<file path="src/rtl/gei_pkg.sv">
package gei_pkg;
  localparam int unsigned LANE   = 8;
  localparam int unsigned A_EN   = 0;
  localparam int unsigned A_CLR  = 1;
  localparam int unsigned A_STAT = 2;
  localparam int unsigned A_BASE = 3;
endpackage

</file>
<file path="src/rtl/gei_edge_sync.sv">
module gei_edge_sync #(
  parameter int unsigned N = 7
) (
  input  logic         clk,
  input  logic         rst,
  input  logic [N-1:0] pin_i,
  output logic [N-1:0] rise_o,
  output logic [N-1:0] fall_o
);
  logic [N-1:0] meta_q, sync_q, prev_q;

  genvar g;
  generate
    for (g = 0; g < N; g++) begin : g_line
      always_ff @(posedge clk) begin
        if (rst) begin
          meta_q[g] <= 1'b0;
          sync_q[g] <= 1'b0;
          prev_q[g] <= 1'b0;
        end else begin
          meta_q[g] <= pin_i[g];
          sync_q[g] <= meta_q[g];
          prev_q[g] <= sync_q[g];
        end
      end
      assign rise_o[g] =  sync_q[g] & ~prev_q[g];
      assign fall_o[g] = ~sync_q[g] &  prev_q[g];
    end
  endgenerate
endmodule

</file>
<file path="src/rtl/gei_pend.sv">
module gei_pend #(
  parameter int unsigned N = 7
) (
  input  logic         clk,
  input  logic         rst,
  input  logic [N-1:0] rise_i,
  input  logic [N-1:0] fall_i,
  input  logic [N-1:0] en_r_i,
  input  logic [N-1:0] en_f_i,
  input  logic [N-1:0] clr_r_i,
  input  logic [N-1:0] clr_f_i,
  output logic [N-1:0] pr_o,
  output logic [N-1:0] pf_o
);
  logic [N-1:0] set_r, set_f;

  assign set_r = rise_i & en_r_i;
  assign set_f = fall_i & en_f_i;

  always_ff @(posedge clk) begin
    if (rst) begin
      pr_o <= '0;
      pf_o <= '0;
    end else begin
      pr_o <= (pr_o & ~clr_r_i) | set_r;
      pf_o <= (pf_o & ~clr_f_i) | set_f;
    end
  end

  genvar g;
  generate
    for (g = 0; g < N; g++) begin : g_chk
      p_rise_needs_edge_r2: assert property (@(posedge clk) disable iff (rst)
        $rose(pr_o[g]) |-> $past(rise_i[g] && en_r_i[g]));
      p_fall_needs_edge_r3: assert property (@(posedge clk) disable iff (rst)
        $rose(pf_o[g]) |-> $past(fall_i[g] && en_f_i[g]));
      p_rise_clear_r5: assert property (@(posedge clk) disable iff (rst)
        $past(clr_r_i[g] && !set_r[g]) |-> !pr_o[g]);
      p_fall_clear_r5: assert property (@(posedge clk) disable iff (rst)
        $past(clr_f_i[g] && !set_f[g]) |-> !pf_o[g]);
      p_rise_beats_clear_r6: assert property (@(posedge clk) disable iff (rst)
        $past(set_r[g]) |-> pr_o[g]);
      p_fall_beats_clear_r6: assert property (@(posedge clk) disable iff (rst)
        $past(set_f[g]) |-> pf_o[g]);
    end
  endgenerate
endmodule

</file>
<file path="src/rtl/gei_vec.sv">
module gei_vec #(
  parameter int unsigned N  = 7,
  parameter int unsigned VW = 8
) (
  input  logic          clk,
  input  logic          rst,
  input  logic [N-1:0]  pr_i,
  input  logic [N-1:0]  pf_i,
  input  logic [N-1:0]  en_r_i,
  input  logic [N-1:0]  en_f_i,
  input  logic [VW-1:0] base_i,
  output logic          irq_o,
  output logic [VW-1:0] vec_o
);
  localparam int unsigned IW = (N > 1) ? $clog2(N) : 1;

  logic [N-1:0]  any_p, act;
  logic [IW-1:0] low_idx;

  assign any_p = pr_i | pf_i;
  assign act   = (pr_i & en_r_i) | (pf_i & en_f_i);

  always_comb begin
    low_idx = '0;
    for (int i = N - 1; i >= 0; i--) begin
      if (any_p[i]) low_idx = IW'(i);
    end
  end

  always_ff @(posedge clk) begin
    if (rst) begin
      irq_o <= 1'b0;
      vec_o <= '0;
    end else begin
      irq_o <= |act;
      vec_o <= base_i + VW'(low_idx);
    end
  end

  p_quiet_after_reset_r1: assert property (@(posedge clk) disable iff (rst)
    $past(rst) |-> (!irq_o && vec_o == '0));
  p_irq_needs_pending_r7: assert property (@(posedge clk) disable iff (rst)
    irq_o |-> $past(|any_p));
endmodule

</file>
<file path="src/rtl/gpio_edge_intc.sv">
module gpio_edge_intc
  import gei_pkg::*;
#(
  parameter int unsigned NSRC = 7,
  parameter int unsigned VW   = 8,
  parameter int unsigned DW   = 32,
  parameter int unsigned AW   = 2
) (
  input  logic            clk,
  input  logic            rst,
  input  logic [NSRC-1:0] gpio_i,
  input  logic            bus_wr,
  input  logic            bus_rd,
  input  logic [AW-1:0]   bus_addr,
  input  logic [DW-1:0]   bus_wdata,
  output logic [DW-1:0]   bus_rdata,
  output logic            irq_o,
  output logic [VW-1:0]   vec_o
);
  logic [NSRC-1:0] rise, fall, en_r, en_f, clr_r, clr_f, pr, pf;
  logic [VW-1:0]   base_q;
  logic [DW-1:0]   en_word, stat_word, base_word;
  logic            wr_en, wr_clr, wr_base;

  assign wr_en   = bus_wr && (bus_addr == AW'(A_EN));
  assign wr_clr  = bus_wr && (bus_addr == AW'(A_CLR));
  assign wr_base = bus_wr && (bus_addr == AW'(A_BASE));

  assign clr_r = wr_clr ? bus_wdata[NSRC-1:0]    : '0;
  assign clr_f = wr_clr ? bus_wdata[LANE +: NSRC] : '0;

  always_ff @(posedge clk) begin
    if (rst) begin
      en_r   <= '0;
      en_f   <= '0;
      base_q <= '0;
    end else begin
      if (wr_en) begin
        en_r <= bus_wdata[NSRC-1:0];
        en_f <= bus_wdata[LANE +: NSRC];
      end
      if (wr_base) base_q <= bus_wdata[VW-1:0];
    end
  end

  always_comb begin
    en_word   = '0;
    stat_word = '0;
    base_word = '0;
    en_word[NSRC-1:0]      = en_r;
    en_word[LANE +: NSRC]  = en_f;
    stat_word[NSRC-1:0]    = pr;
    stat_word[LANE +: NSRC] = pf;
    base_word[VW-1:0]      = base_q;
  end

  always_ff @(posedge clk) begin
    if (rst) begin
      bus_rdata <= '0;
    end else if (bus_rd) begin
      case (bus_addr)
        AW'(A_EN):   bus_rdata <= en_word;
        AW'(A_STAT): bus_rdata <= stat_word;
        AW'(A_BASE): bus_rdata <= base_word;
        default:     bus_rdata <= '0;
      endcase
    end
  end

  gei_edge_sync #(.N(NSRC)) u_sync (
    .clk(clk), .rst(rst), .pin_i(gpio_i), .rise_o(rise), .fall_o(fall)
  );

  gei_pend #(.N(NSRC)) u_pend (
    .clk(clk), .rst(rst), .rise_i(rise), .fall_i(fall),
    .en_r_i(en_r), .en_f_i(en_f), .clr_r_i(clr_r), .clr_f_i(clr_f),
    .pr_o(pr), .pf_o(pf)
  );

  gei_vec #(.N(NSRC), .VW(VW)) u_vec (
    .clk(clk), .rst(rst), .pr_i(pr), .pf_i(pf), .en_r_i(en_r), .en_f_i(en_f),
    .base_i(base_q), .irq_o(irq_o), .vec_o(vec_o)
  );

  p_rdata_reset_r1: assert property (@(posedge clk) disable iff (rst)
    ($past(rst) && !$past(bus_rd)) |-> bus_rdata == '0);
  p_enable_holds_r9: assert property (@(posedge clk) disable iff (rst)
    $past(!bus_wr) |-> $stable(en_word));
endmodule

</file>
<file path="config.mk">
export PLATFORM = sky130hd
export DESIGN_NAME = gpio_edge_intc
export DESIGN_NICKNAME = d
export VERILOG_FILES = /design/src/rtl/gei_pkg.sv /design/src/rtl/gei_edge_sync.sv /design/src/rtl/gei_pend.sv /design/src/rtl/gei_vec.sv /design/src/rtl/gpio_edge_intc.sv
export SDC_FILE = /design/constraint.sdc
export NUM_CORES = 1
export LEC_CHECK = 0
export ABC_AREA = 1
export BUFFER_PORTS_ARGS = -buffer_cell sky130_fd_sc_hd__clkbuf_2
export CAP_MARGIN = 20
export CORE_MARGIN = 10
export CORE_UTILIZATION = 57
export CTS_CLUSTER_DIAMETER = 60
export DETAILED_ROUTE_END_ITERATION = 10
export GPL_TIMING_DRIVEN = 0
export PLACE_DENSITY = 0.84
export SLEW_MARGIN = 10
export SYNTH_ARGS = -nofsm -noshare
export SYNTH_HDL_FRONTEND = slang
export SYNTH_SLANG_ARGS = --single-unit
</file>
<file path="constraint.sdc">
create_clock -name clk -period 3.1 [get_ports clk]
set_input_delay 0.465 -clock clk [delete_from_list [all_inputs] [get_ports clk]]
set_output_delay 0.465 -clock clk [all_outputs]
set_load 0.01 [all_outputs]
</file>
==> impl_metrics.tcl <==
set metrics [dict create \
    crit_family "simple AND/OR/NAND/NOR gates" \
    synth_cells 474 \
    setup_viol 0 \
    start_kind "register" \
    synthXorXnorAreaFrac_pct 0 \
    drive_gt1_share_pct 19.24 \
    ys_seq_elements 81 \
    cap_violations 0 \
    status "finished, final reports clean" \
    io_buffers 50 \
    grt_pass1_vias 3211 \
    grt_pass1_wl_um 14600 \
    final_max_slew_viol_count 0 \
    hpwl_um 6498 \
    root_buffer "clkbuf_8" \
    die_x_um 98.83 \
    slowest_delay_ps 360 \
    vdd_drop_max_mv 0.4096 \
    place.gp.congestion 0.9420 \
    power_density_nw_per_um2 535.5 \
    netlist.area_leader.share_pct 45.78 \
    cts_setup_buffers 0 \
    yosysTopAreaCell "dfxtp_1" \
    synth_top_family_by_area "simple AND/OR/NAND/NOR gates" \
    grt-ovfl-total 0 \
    dr.first_iter.drc_count 225 \
    arrival_ps 2450 \
    antenna_found_initial 0 \
    regToRegSetupSlack_ps 900 \
    ctsHoldBuffers 0 \
    rows 28 \
    drc_errors 0 \
    finalSetupTns_ps 0 \
    leakagePower_nw 2.039 \
    final_antenna_net_count 0 \
    yosys_warnings 0 \
    post_drt_wl_per_cell_um 13.94 \
    utilization_pct 69.95 \
    syn_to_final_growth_pct 18.30 \
    synthAdderAreaFrac_pct 1.625 \
    synth_area_leaders "dfxtp_1 (46%), nand2_1 (8.4%), a21oi_1 (7.3%)" \
    crit_path_frequent_cell "nand2_1" \
    syn_area_per_cell_sq_um 7.473 \
    start_util_pct 59.13 \
    numCtsBuffers 9 \
    p_comb_share_pct 9.5 \
    r2r_start "u_pend.pf_o[4]" \
    finalHoldViolations 0 \
    power_frac_clock_pct 41.3 \
    hold_path_startpoint "gpio_i[2]" \
    synth-simple-area-share_pct 20.73 \
    clock_latency_ps 360 \
    worstSetupPathType "reg2reg" \
    via_count 3233 \
    yosys.cell_types.count 30 \
    grt_max_degree 14 \
    fin_crit_ps 2199 \
    ff2ff_path_depth 14 \
    fmax_mhz 454.8 \
    hold_path_end "u_sync.meta_q[2]" \
    path_cells "nor2_1 > o21ai_0 > nand2_1 > nand2_1 > a21oi_1 > ha_1 > inv_1 > fa_1 > inv_1 > nand3_1 > nand2_1 > nand3_1 > nand2_1 > nor2_1" \
    r2r-end "u_vec.vec_o[6]" \
    io_pins 86 \
    clock_path_buffers 2 \
    p_sw_share_pct 23.50 \
    hold_class "in2reg" \
    worstPathMaxFanout 4 \
    ys.flop_type "dfxtp_1" \
    path_buf_inv 2 \
    whs_ps 289.1 \
    slew_headroom_pct 59.14 \
    ys_seq_area_share_pct 45.78 \
    post-route-period-util_pct 70.92 \
    p_switching_uw 527.4 \
    clk_pin_slew_ps 80 \
    rsz0062_at_grt "no" \
    end_kind "register" \
    hold_depth 3 \
    antenna_cells 0 \
    die_area_sq_um 9767 \
    cts-resized-gates 0 \
    cp.required_ps 3350 \
    nNetsFinal 600 \
    firstDrtPassIters 5 \
    routed_wl_um 8794 \
    synth_edf_count 0 \
    die_h_um 98.83 \
    clock-sinks 81 \
    h-tree-depth 3 \
    synth_area_sq_um 3542 \
    vias_per_cell 5.124 \
    synthArstFlopShare_pct 0 \
    synth_compound_area_share_pct 17.10 \
    grt_use_total_pct 18.15 \
    clock_skew_ps 8.095 \
    synth.area.mux_share_pct 0 \
    tightest_slew_ps 612.9 \
    internal-power_mw 1.717 \
    pwr-share-seq_pct 49.2 \
    tritoncts "done" \
    cp_slowest_cell "fa_1" \
    coreArea_sq_um 5991 \
]
cells by family after synthesis:
family                   count (synthesis)
buffers and inverters                  105
AO/OA/AOI/OAI                          112
other                                    1
AND/OR/NAND/NOR                        171
flip-flops                              81
adder cells (fa/ha/maj)                  4
power by group through the flow:
stage	clock [mW]	sequential (mW)	combinational, mW
6_report	0.927	1.11	0.212
5_1_grt	0.976	1.11	0.238
4_1_cts	0.939	1.10	0.211
3_5_place_dp	0	1.13	0.209
3_3_place_gp	0	1.13	0.203
2_1_floorplan	0	1.13	0.136
tightest hold or removal path, cell delays in order:
cell,delay (ps)
clkbuf_2,80
inv_1,40
nor2_1,30
Yosys cell counts, types with 2 or more instances:
master and count:
nand2_1 79, buf_4 18, buf_2 5, a21oi_2 5, clkbuf_1 5, nor2_1 49, ha_1 3, o21ai_0 39
a21oi_1 52, o21ai_1 6, inv_1 68, dfxtp_1 81, nand3_1 35, a21o_1 7, o21ai_2 2, nor2_4 2
buf_6 4, buf_1 2
worst max-delay path by stage:
| stage | from | end | slack [ps] | depth (start not counted) |
|---|---|---|---|---|
| 2_1_floorplan | u_pend.pf_o[4] | u_vec.vec_o[6] | 1250 | 14 |
| 3_3_place_gp | u_pend.pf_o[4] | u_vec.vec_o[6] | 1050 | 14 |
| 3_5_place_dp | u_pend.pf_o[4] | u_vec.vec_o[6] | 980 | 14 |
| 4_1_cts | u_pend.pf_o[4] | u_vec.vec_o[6] | 950 | 14 |
| 5_1_grt | u_pend.pf_o[4] | u_vec.vec_o[6] | 750 | 14 |
| 6_report | u_pend.pf_o[4] | u_vec.vec_o[6] | 900 | 14 |
final cells by class:
| type | instances | area [sq um] |
|---|---|---|
| inverter | 70 | 267.8 |
| buffer | 35 | 251.5 |
| timing repair buffer | 50 | 250.2 |
| clock buffer | 11 | 141.4 |
| clock inverter | 5 | 102.6 |
| sequential | 81 | 1622 |
| fill | 505 | 1800 |
| tap | 75 | 93.84 |
| multi-input combinational | 304 | 1461 |
state kept, by name (all words and copies together) (netlist names):
name           count
u_vec.irq_o        1
en_f               7
u_sync.prev_q      7
u_pend.pf_o        7
en_r               7
u_sync.sync_q      7
u_pend.pr_o        7
base_q             8
bus_rdata         15
u_sync.meta_q      7
u_vec.vec_o        8
cell usage in the layout (no fill, tap or decap), drive strengths merged, types with 3 or more instances in the layout:
cell,Yosys,final
o21ai,47,47
conb,1,17
nand2,80,80
a21o,7,7
nor2,51,51
ha,3,3
dfxtp,81,81
inv,70,70
nand3,37,37
bufinv,0,3
buf,30,30
a21oi,57,57
clkbuf,5,66
stage by stage:
step | instances | cell area, sq um | power [mW] | setup WS [ps]
finish | 631 | 4190 | 2.244 | 901.4
global route | 631 | 4190 | 2.323 | 753.8
CTS | 631 | 4190 | 2.254 | 952.6
detailed placement | 615 | 3946 | 1.337 | 982.0
global placement | 615 | 3946 | 1.330 | 1050
floorplan | 490 | 3602 | 1.264 | 1250
routing by layer:
| metal | global-route usage, % | wire (um) | up-vias |
|---|---|---|---|
| met5 | 0 | 0 | - |
| li1 | - | - | 1625 |
| met3 | 5.447 | 810 | 16 |
| met4 | 8.600 | 178 | 0 |
| met1 | 19.52 | 3550 | 1447 |
| met2 | 31.71 | 4255 | 145 |
No activity file was read; power rests on OpenSTA's default activity.
